[src/rtl/tlb_xlate_pkg.sv]
package tlb_xlate_pkg;

    localparam int VA_W   = 32;
    localparam int VPN_W  = 22;
    localparam int PPN_W  = 19;
    localparam int TAG_W  = 8;
    localparam int CODE_W = 12;

    localparam logic [CODE_W-1:0] FLT_NONE      = 12'h000;
    localparam logic [CODE_W-1:0] FLT_MISS_RD   = 12'h040;
    localparam logic [CODE_W-1:0] FLT_MISS_WR   = 12'h060;
    localparam logic [CODE_W-1:0] FLT_CLEAN_WR  = 12'h080;
    localparam logic [CODE_W-1:0] FLT_PROT_RD   = 12'h0A0;
    localparam logic [CODE_W-1:0] FLT_PROT_WR   = 12'h0C0;
    localparam logic [CODE_W-1:0] FLT_REGION_RD = 12'h0E0;
    localparam logic [CODE_W-1:0] FLT_REGION_WR = 12'h100;
    localparam logic [CODE_W-1:0] FLT_MULTI     = 12'h140;

    typedef enum logic [1:0] {
        ACC_FETCH = 2'd0,
        ACC_LOAD  = 2'd1,
        ACC_STORE = 2'd2,
        ACC_LOAD2 = 2'd3
    } acc_kind_e;

    typedef struct packed {
        logic             valid;
        logic             global_pg;
        logic [1:0]       perm;
        logic             dirty;
        logic [1:0]       size;
        logic [TAG_W-1:0] tag;
        logic [VPN_W-1:0] vpn;
        logic [PPN_W-1:0] ppn;
    } xlate_entry_t;

    // Page-number bits that take part in comparison for each size code.
    function automatic logic [VPN_W-1:0] size_keep_mask(input logic [1:0] sz);
        logic [VPN_W-1:0] m;
        unique case (sz)
            2'd0:    m = {VPN_W{1'b1}};
            2'd1:    m = {{(VPN_W-2){1'b1}}, 2'b0};
            2'd2:    m = {{(VPN_W-6){1'b1}}, 6'b0};
            default: m = {{(VPN_W-10){1'b1}}, 10'b0};
        endcase
        return m;
    endfunction

endpackage

[src/rtl/tlb_entry_bank.sv]
module tlb_entry_bank
    import tlb_xlate_pkg::*;
#(
    parameter int NUM_ENTRIES = 8,
    localparam int IDX_W = (NUM_ENTRIES > 1) ? $clog2(NUM_ENTRIES) : 1
) (
    input  logic         clk_i,
    input  logic         rst_ni,
    input  logic         wr_en_i,
    input  logic [IDX_W-1:0] wr_idx_i,
    input  xlate_entry_t wr_entry_i,
    output xlate_entry_t entries_o [NUM_ENTRIES]
);

    for (genvar g = 0; g < NUM_ENTRIES; g++) begin : g_slot
        xlate_entry_t slot_q;
        always_ff @(posedge clk_i or negedge rst_ni) begin
            if (!rst_ni) begin
                slot_q <= '0;
            end else if (wr_en_i && (wr_idx_i == IDX_W'(g))) begin
                slot_q <= wr_entry_i;
            end
        end
        assign entries_o[g] = slot_q;
    end

endmodule

[src/rtl/tlb_match_unit.sv]
module tlb_match_unit
    import tlb_xlate_pkg::*;
#(
    parameter int NUM_ENTRIES = 8
) (
    input  xlate_entry_t     entries_i [NUM_ENTRIES],
    input  logic [VPN_W-1:0] page_i,
    input  logic [TAG_W-1:0] tag_i,
    input  logic             tag_skip_i,
    output logic             any_o,
    output logic             multi_o,
    output logic [PPN_W-1:0] sel_ppn_o,
    output logic [1:0]       sel_perm_o,
    output logic             sel_dirty_o,
    output logic [1:0]       sel_size_o
);

    logic [NUM_ENTRIES-1:0] hit_vec;

    for (genvar g = 0; g < NUM_ENTRIES; g++) begin : g_cmp
        logic tag_ok;
        logic page_ok;
        assign tag_ok  = entries_i[g].global_pg || tag_skip_i ||
                         (entries_i[g].tag == tag_i);
        assign page_ok = ((page_i ^ entries_i[g].vpn) &
                          size_keep_mask(entries_i[g].size)) == '0;
        assign hit_vec[g] = entries_i[g].valid && tag_ok && page_ok;
    end

    always_comb begin
        any_o       = 1'b0;
        multi_o     = 1'b0;
        sel_ppn_o   = '0;
        sel_perm_o  = '0;
        sel_dirty_o = 1'b0;
        sel_size_o  = '0;
        for (int i = 0; i < NUM_ENTRIES; i++) begin
            if (hit_vec[i]) begin
                multi_o     = multi_o | any_o;
                any_o       = 1'b1;
                sel_ppn_o   = sel_ppn_o   | entries_i[i].ppn;
                sel_perm_o  = sel_perm_o  | entries_i[i].perm;
                sel_dirty_o = sel_dirty_o | entries_i[i].dirty;
                sel_size_o  = sel_size_o  | entries_i[i].size;
            end
        end
    end

endmodule

[src/rtl/tlb_region_class.sv]
module tlb_region_class
    import tlb_xlate_pkg::*;
(
    input  logic [VA_W-1:0] vaddr_i,
    input  logic            priv_i,
    output logic            bypass_o,
    output logic            denied_o,
    output logic [VA_W-1:0] direct_pa_o
);

    logic low_window;
    logic high_window;
    logic user_window;

    assign low_window  = (vaddr_i[31:30] == 2'b10);
    assign high_window = (vaddr_i[31:29] == 3'b111);
    assign user_window = (vaddr_i[31:26] == 6'b111000);

    assign bypass_o    = low_window || high_window;
    assign denied_o    = bypass_o && !priv_i && !user_window;
    assign direct_pa_o = low_window ? {3'b000, vaddr_i[28:0]} : vaddr_i;

endmodule

[src/rtl/tlb_xlate.sv]
module tlb_xlate
    import tlb_xlate_pkg::*;
#(
    parameter int NUM_ENTRIES = 8,
    localparam int IDX_W = (NUM_ENTRIES > 1) ? $clog2(NUM_ENTRIES) : 1
) (
    input  logic              clk_i,
    input  logic              rst_ni,
    input  logic              wr_en_i,
    input  logic [IDX_W-1:0]  wr_idx_i,
    input  logic [21:0]       wr_vpn_i,
    input  logic [18:0]       wr_ppn_i,
    input  logic [7:0]        wr_tag_i,
    input  logic [1:0]        wr_size_i,
    input  logic              wr_valid_i,
    input  logic              wr_global_i,
    input  logic [1:0]        wr_perm_i,
    input  logic              wr_dirty_i,
    input  logic              req_i,
    input  logic [31:0]       vaddr_i,
    input  logic [1:0]        acc_i,
    input  logic              priv_i,
    input  logic [7:0]        tag_i,
    input  logic              xlate_en_i,
    input  logic              single_tag_i,
    output logic              rsp_valid_o,
    output logic [31:0]       paddr_o,
    output logic              hit_o,
    output logic [11:0]       fault_o
);

    typedef enum logic {
        ST_IDLE = 1'b0,
        ST_RESP = 1'b1
    } xl_state_e;

    xl_state_e state_q, state_d;

    xlate_entry_t wr_entry;
    xlate_entry_t entries [NUM_ENTRIES];

    assign wr_entry = '{valid:     wr_valid_i,
                        global_pg: wr_global_i,
                        perm:      wr_perm_i,
                        dirty:     wr_dirty_i,
                        size:      wr_size_i,
                        tag:       wr_tag_i,
                        vpn:       wr_vpn_i,
                        ppn:       wr_ppn_i};

    tlb_entry_bank #(.NUM_ENTRIES(NUM_ENTRIES)) bank_i (
        .clk_i      (clk_i),
        .rst_ni     (rst_ni),
        .wr_en_i    (wr_en_i),
        .wr_idx_i   (wr_idx_i),
        .wr_entry_i (wr_entry),
        .entries_o  (entries)
    );

    logic             any_m, multi_m, sel_dirty;
    logic [PPN_W-1:0] sel_ppn;
    logic [1:0]       sel_perm, sel_size;

    tlb_match_unit #(.NUM_ENTRIES(NUM_ENTRIES)) match_i (
        .entries_i   (entries),
        .page_i      (vaddr_i[31:10]),
        .tag_i       (tag_i),
        .tag_skip_i  (single_tag_i && priv_i),
        .any_o       (any_m),
        .multi_o     (multi_m),
        .sel_ppn_o   (sel_ppn),
        .sel_perm_o  (sel_perm),
        .sel_dirty_o (sel_dirty),
        .sel_size_o  (sel_size)
    );

    logic            is_bypass, is_denied;
    logic [VA_W-1:0] direct_pa;

    tlb_region_class region_i (
        .vaddr_i     (vaddr_i),
        .priv_i      (priv_i),
        .bypass_o    (is_bypass),
        .denied_o    (is_denied),
        .direct_pa_o (direct_pa)
    );

    // Combinational outcome of the presented request.
    logic              is_store;
    logic [VPN_W-1:0]  keep_m;
    logic [VA_W-1:0]   mapped_pa;
    logic [VA_W-1:0]   res_pa;
    logic              res_hit;
    logic [CODE_W-1:0] res_code;

    assign is_store  = (acc_kind_e'(acc_i) == ACC_STORE);
    assign keep_m    = size_keep_mask(sel_size);
    assign mapped_pa = {3'b000, sel_ppn & keep_m[PPN_W-1:0], 10'b0} |
                       (vaddr_i & ~{keep_m, 10'b0});

    always_comb begin
        res_pa   = '0;
        res_hit  = 1'b0;
        res_code = FLT_NONE;
        if (is_bypass) begin
            if (is_denied) res_code = is_store ? FLT_REGION_WR : FLT_REGION_RD;
            else           res_pa   = direct_pa;
        end else if (!xlate_en_i) begin
            res_pa = {3'b000, vaddr_i[28:0]};
        end else if (multi_m) begin
            res_code = FLT_MULTI;
        end else if (!any_m) begin
            res_code = is_store ? FLT_MISS_WR : FLT_MISS_RD;
        end else begin
            res_hit = 1'b1;
            if (!priv_i && !sel_perm[1])      res_code = is_store ? FLT_PROT_WR : FLT_PROT_RD;
            else if (is_store && !sel_perm[0]) res_code = FLT_PROT_WR;
            else if (is_store && !sel_dirty)   res_code = FLT_CLEAN_WR;
            else                               res_pa   = mapped_pa;
        end
    end

    // Next-state logic
    always_comb begin
        state_d = state_q;
        unique case (state_q)
            ST_IDLE: if (req_i)  state_d = ST_RESP;   // IDLE_TO_RESP
            ST_RESP: if (!req_i) state_d = ST_IDLE;   // RESP_TO_IDLE, else RESP_TO_RESP
            default: state_d = ST_IDLE;
        endcase
    end

    // State register
    always_ff @(posedge clk_i or negedge rst_ni) begin
        if (!rst_ni) state_q <= ST_IDLE;
        else         state_q <= state_d;
    end

    // Output register
    always_ff @(posedge clk_i or negedge rst_ni) begin
        if (!rst_ni) begin
            paddr_o <= '0;
            hit_o   <= 1'b0;
            fault_o <= '0;
        end else if (req_i) begin
            paddr_o <= res_pa;
            hit_o   <= res_hit;
            fault_o <= res_code;
        end
    end

    assign rsp_valid_o = (state_q == ST_RESP);

endmodule

[config.mk]
export PLATFORM = sky130hd
export DESIGN_NAME = tlb_xlate
export DESIGN_NICKNAME = d
export VERILOG_FILES = /design/src/rtl/tlb_xlate_pkg.sv /design/src/rtl/tlb_entry_bank.sv /design/src/rtl/tlb_match_unit.sv /design/src/rtl/tlb_region_class.sv /design/src/rtl/tlb_xlate.sv
export SDC_FILE = /design/constraint.sdc
export NUM_CORES = 1
export LEC_CHECK = 0
export ABC_AREA = 1
export BUFFER_PORTS_ARGS = -buffer_cell sky130_fd_sc_hd__buf_2
export CORE_MARGIN = 2
export CORE_UTILIZATION = 40
export DETAILED_ROUTE_END_ITERATION = 10
export PLACE_DENSITY = 0.65
export SETUP_SLACK_MARGIN = 0.15
export SYNTH_ARGS = -nofsm -noshare
export SYNTH_HDL_FRONTEND = slang
export SYNTH_SLANG_ARGS = --single-unit
[constraint.sdc]
create_clock -name clk_i -period 2.35 [get_ports clk_i]
set_input_delay 0.1175 -clock clk_i [delete_from_list [all_inputs] [get_ports clk_i]]
set_output_delay 0.1175 -clock clk_i [all_outputs]
set_load 0.05 [all_outputs]
==> impl_metrics.prom <==
# TYPE chip_impl_metric gauge
chip_impl_metric{name="r2r.worst_path.cells",unit=""} 15
chip_impl_metric{name="grt_first_pass_wirelength",unit="mm"} 121
chip_impl_metric{name="hold_viol_final",unit=""} 0
chip_impl_metric{name="top_level_ports",unit=""} 154
chip_impl_info{name="hold_path.class",value="in2async"} 1
chip_impl_metric{name="antennaDiodeCount",unit=""} 0
chip_impl_metric{name="hold_slack",unit="ns"} 0.0193
chip_impl_metric{name="cp_data_required_time",unit="ns"} 2.90
chip_impl_metric{name="worst-slew-pin-transition",unit="ns"} 0.605
chip_impl_metric{name="fin_nets",unit=""} 3788
chip_impl_metric{name="place.port_buffers",unit=""} 145
chip_impl_info{name="regToRegEndpoint",value="paddr_o[20]$_DFFE_PN0P_"} 1
chip_impl_metric{name="max_slew_margin",unit="%"} 59.7
chip_impl_metric{name="initial_utilization",unit="%"} 40.3
chip_impl_metric{name="power_dens_cells",unit="mW/mm^2"} 800
chip_impl_metric{name="dr_total_vias",unit=""} 22600
chip_impl_info{name="layout.cells.most_common_list",value="1125 x sky130_fd_sc_hd__nand2_1, 486 x sky130_fd_sc_hd__dfrtp_1, 461 x sky130_fd_sc_hd__o21ai_0"} 1
chip_impl_metric{name="clkLatencyLatePin",unit="ns"} 0.63
chip_impl_metric{name="critical_path.max_fanout",unit=""} 16
chip_impl_metric{name="vert_die_dim",unit="um"} 253
chip_impl_metric{name="synth.ff_latch_count",unit=""} 486
chip_impl_metric{name="yosys.cell_types.count",unit=""} 42
chip_impl_metric{name="timing_limited_maximum_frequency",unit="MHz"} 395
chip_impl_metric{name="vdd_drop_max",unit="mV"} 0.501
chip_impl_metric{name="layout-drive-gt1-share",unit="%"} 19.9
chip_impl_metric{name="delay_of_the_slowest_cell_on_the_worst_path",unit="ns"} 0.39
chip_impl_metric{name="finalWeightedCongestion",unit=""} 1.00
chip_impl_metric{name="area.growth.synth_to_final",unit="%"} 27.7
chip_impl_info{name="crit_path_cell_trace",value="buf_4 -> nand2_2 -> nand3b_1 -> nor2_4 -> nand3_4 -> nor2_4 -> inv_8 -> o21ai_0 -> nor2_1 -> a21oi_1 -> buf_4 -> nand4_1 -> nand2_1 -> nand2_1 -> nand2_1"} 1
chip_impl_metric{name="power.static_leakage",unit="nW"} 16.1
chip_impl_metric{name="die_width",unit="um"} 253
chip_impl_metric{name="htreeDepth",unit=""} 2
chip_impl_metric{name="synthesized_instance_count",unit=""} 3246
chip_impl_metric{name="clock_power_share",unit="%"} 36.6
chip_impl_info{name="clock_tree_from_tritoncts",value="yes"} 1
chip_impl_info{name="worst_path_most_repeated_cell",value="sky130_fd_sc_hd__nand2_1"} 1
chip_impl_metric{name="clk_pin_slew_worst_paths",unit="ns"} 0.06
chip_impl_metric{name="grt_pass1_vias",unit=""} 21600
chip_impl_info{name="violations",value="setup timing"} 1
chip_impl_metric{name="final.min_clock_period",unit="ns"} 2.53
chip_impl_metric{name="route.detailed.wl_per_inst",unit="um"} 17.2
chip_impl_info{name="rsz0062_at_grt",value="yes"} 1
chip_impl_metric{name="syn_area_per_cell",unit="um^2"} 7.64
chip_impl_metric{name="final.setup_skew",unit="ns"} 0.0261
chip_impl_metric{name="period_share",unit="%"} 108
chip_impl_metric{name="drv_slew",unit=""} 0
chip_impl_metric{name="initial_antenna_violation_count",unit=""} 1
chip_impl_metric{name="maximum_number_of_buffers_from_clock_root_to_sink",unit=""} 3
chip_impl_metric{name="route.detailed.drc",unit=""} 0
chip_impl_metric{name="net-switching-power",unit="mW"} 7.69
chip_impl_metric{name="row_count",unit=""} 91
chip_impl_metric{name="maxCapViolCount",unit=""} 0
chip_impl_metric{name="cts-buffers-inserted",unit=""} 54
chip_impl_metric{name="drt_first_pass_iters",unit=""} 5
chip_impl_info{name="crit_path_start_kind",value="flip-flop"} 1
chip_impl_metric{name="internal_power",unit="mW"} 17.6
chip_impl_metric{name="fp.dieArea",unit="mm^2"} 0.0640
chip_impl_metric{name="synth.yosys.warnings",unit=""} 0
chip_impl_metric{name="core_region_area",unit="mm^2"} 0.0615
chip_impl_info{name="timing.critical_path.slowest_stage_cell",value="sky130_fd_sc_hd__dfrtp_1"} 1
chip_impl_metric{name="post-route-util",unit="%"} 51.5
chip_impl_metric{name="synth-seq-area-share",unit="%"} 49.0
chip_impl_metric{name="pin_count_of_the_biggest_net_entering_global_routing",unit=""} 113
chip_impl_metric{name="setup_ws",unit="ns"} -0.185
chip_impl_metric{name="drt.antenna.violating_nets",unit=""} 0
chip_impl_info{name="critPathKind",value="reg2reg"} 1
chip_impl_metric{name="reg2reg_slack",unit="ns"} -0.18
chip_impl_info{name="outcome",value="finished, violations left"} 1
chip_impl_metric{name="vias_per_cell",unit=""} 5.01
chip_impl_metric{name="part_of_the_power_in_registers",unit="%"} 43.2
chip_impl_metric{name="gr-usage-all-layers",unit="%"} 24.3
chip_impl_metric{name="dp_hpwl",unit="mm"} 54.1
chip_impl_metric{name="synth.cell_area",unit="mm^2"} 0.0248
chip_impl_metric{name="clock_sink_count",unit=""} 486
chip_impl_info{name="crit_path_end_kind",value="flip-flop"} 1
chip_impl_info{name="cts-root-buf",value="sky130_fd_sc_hd__clkbuf_16"} 1
chip_impl_info{name="regToRegStartpoint",value="bank_i.entries_o[29]$_DFFE_PN0P_"} 1
chip_impl_metric{name="combinationalPowerShare",unit="%"} 20.2
chip_impl_metric{name="sw_frac_of_total",unit="%"} 30.4
chip_impl_metric{name="drt-total-wl",unit="mm"} 77.5
chip_impl_info{name="layout_commonest_cell",value="sky130_fd_sc_hd__nand2_1"} 1
chip_impl_metric{name="grt_remaining_overflow",unit=""} 0
chip_impl_metric{name="final-setup-viol-count",unit=""} 32
chip_impl_metric{name="detailed_route_iter0_violations",unit=""} 1947
chip_impl_metric{name="critPathArrivalTime",unit="ns"} 3.08
## power groups by stage
stage	Clock (mW)	Combinational [mW]	Sequential, mW
CTS	9.40	5.07	10.9
global placement	0	4.74	11.0
detailed placement	0	4.84	11.0
floorplan	0	2.89	11.0
global route	9.76	5.80	11.1
finish	9.26	5.13	10.9
## final cells by class
class | instances | area, um^2
fill | 5869 | 29800
clock buffer | 74 | 1590
multi-input combinational | 2295 | 11000
timing repair buffer | 542 | 4390
sequential | 486 | 12200
clock inverter | 28 | 377
tap | 790 | 988
inverter | 301 | 1150
## stage by stage
step	total power, mW	worst slack [ns]	TNS, ns	instance area, um^2	std cells
after floorplan	13.9	0.394	0	24800	3253
after global placement	15.8	-0.350	-6.45	28300	4316
after detailed placement	15.9	-0.360	-7.65	28300	4316
after CTS	25.4	-0.0927	-1.06	31400	4503
after global routing	26.7	-0.313	-8.27	31700	4516
final	25.3	-0.185	-2.33	31700	4516
## repair_timing
item / 4_1_cts / 5_1_grt
cloned: 3 / 1
hold buffers: 68 / 0
buffers inserted: 14 / 12
pin swaps: 45 / 42
setup endpoints to repair: 34 / 34
hold endpoints to repair: 945 / 0
gates resized for setup: 92 / 50
## worst max-delay path, delay by kind of cell (launching register included)
kind                   cells  cell delay, ns
and+or+nand+nor           10            1.30
DFF                        1            0.39
buffers and inverters      3            0.40
AOI/OAI and AO/OA          2            0.35
## how the worst max path moves through the flow
stage                                           start  cells past startpoint  slack [ns]                      end
CTS                  bank_i.entries_o[31]$_DFFE_PN0P_                     15       -0.09  paddr_o[21]$_DFFE_PN0P_
global route        bank_i.entries_o[150]$_DFFE_PN0P_                     19       -0.31  paddr_o[20]$_DFFE_PN0P_
finish               bank_i.entries_o[29]$_DFFE_PN0P_                     15       -0.18  paddr_o[20]$_DFFE_PN0P_
global placement     bank_i.entries_o[31]$_DFFE_PN0P_                     13       -0.35  paddr_o[17]$_DFFE_PN0P_
detailed placement   bank_i.entries_o[31]$_DFFE_PN0P_                     13       -0.36  paddr_o[17]$_DFFE_PN0P_
floorplan           bank_i.entries_o[314]$_DFFE_PN0P_                     17        0.39   paddr_o[0]$_DFFE_PN0P_
## per-layer routing
layer / global-route usage, % / wire length [um] / vias to the layer above
met1: 31.5 / 33300 / 10700
li1: - / - / 11100
met3: 3.09 / 3510 / 172
met4: 9.92 / 3320 / 2
met5: 0 / 11 / -
met2: 41.1 / 37300 / 633
## cells in the mapped netlist (all sizes together)
master	instances	share of area, %
nand2	1193	18
dfrtp	486	49
o21ai	474	9.6
inv	300	4.6
nor2	248	4.1
clkbuf	106	1.6
a21oi	75	1.5
nand3	72	1.6
buf	66	2.4
xnor2	65	2.3
a22o	40	1.4
xor2	39	1.4
nand4	38	0.96
nor3	12	0.24
or2	6	0.15
o211ai	5	0.15
and2	3	0.076
nand3b	3	0.091
nor3b	3	0.091
o2111ai	3	0.11
o31ai	3	0.091
a21boi	1	0.030
and3	1	0.025
clkinv	1	0.015
conb	1	0.015
o21bai	1	0.030
o22a	1	0.035
## registers in the layout, indices dropped and copies added, names as in the netlist
signal / flops
paddr_o: 32
fault_o: 4
bank_i.entries_o: 448
hit_o: 1
rsp_valid_o: 1
## cells by family (layout without fill, tap and decap cells)
family / after synthesis / after routing / share of synthesized area (%)
AOI/OAI and AO/OA: 603 / 603 / 13.0
xor gates and xnor gates: 104 / 104 / 3.67
and+or+nand+nor: 1579 / 1580 / 25.7
DFF: 486 / 486 / 49.0
other: 1 / 8 / 0.0151
buffers and inverters: 473 / 945 / 8.63
Note: power is estimated with default switching activity, not from simulation.
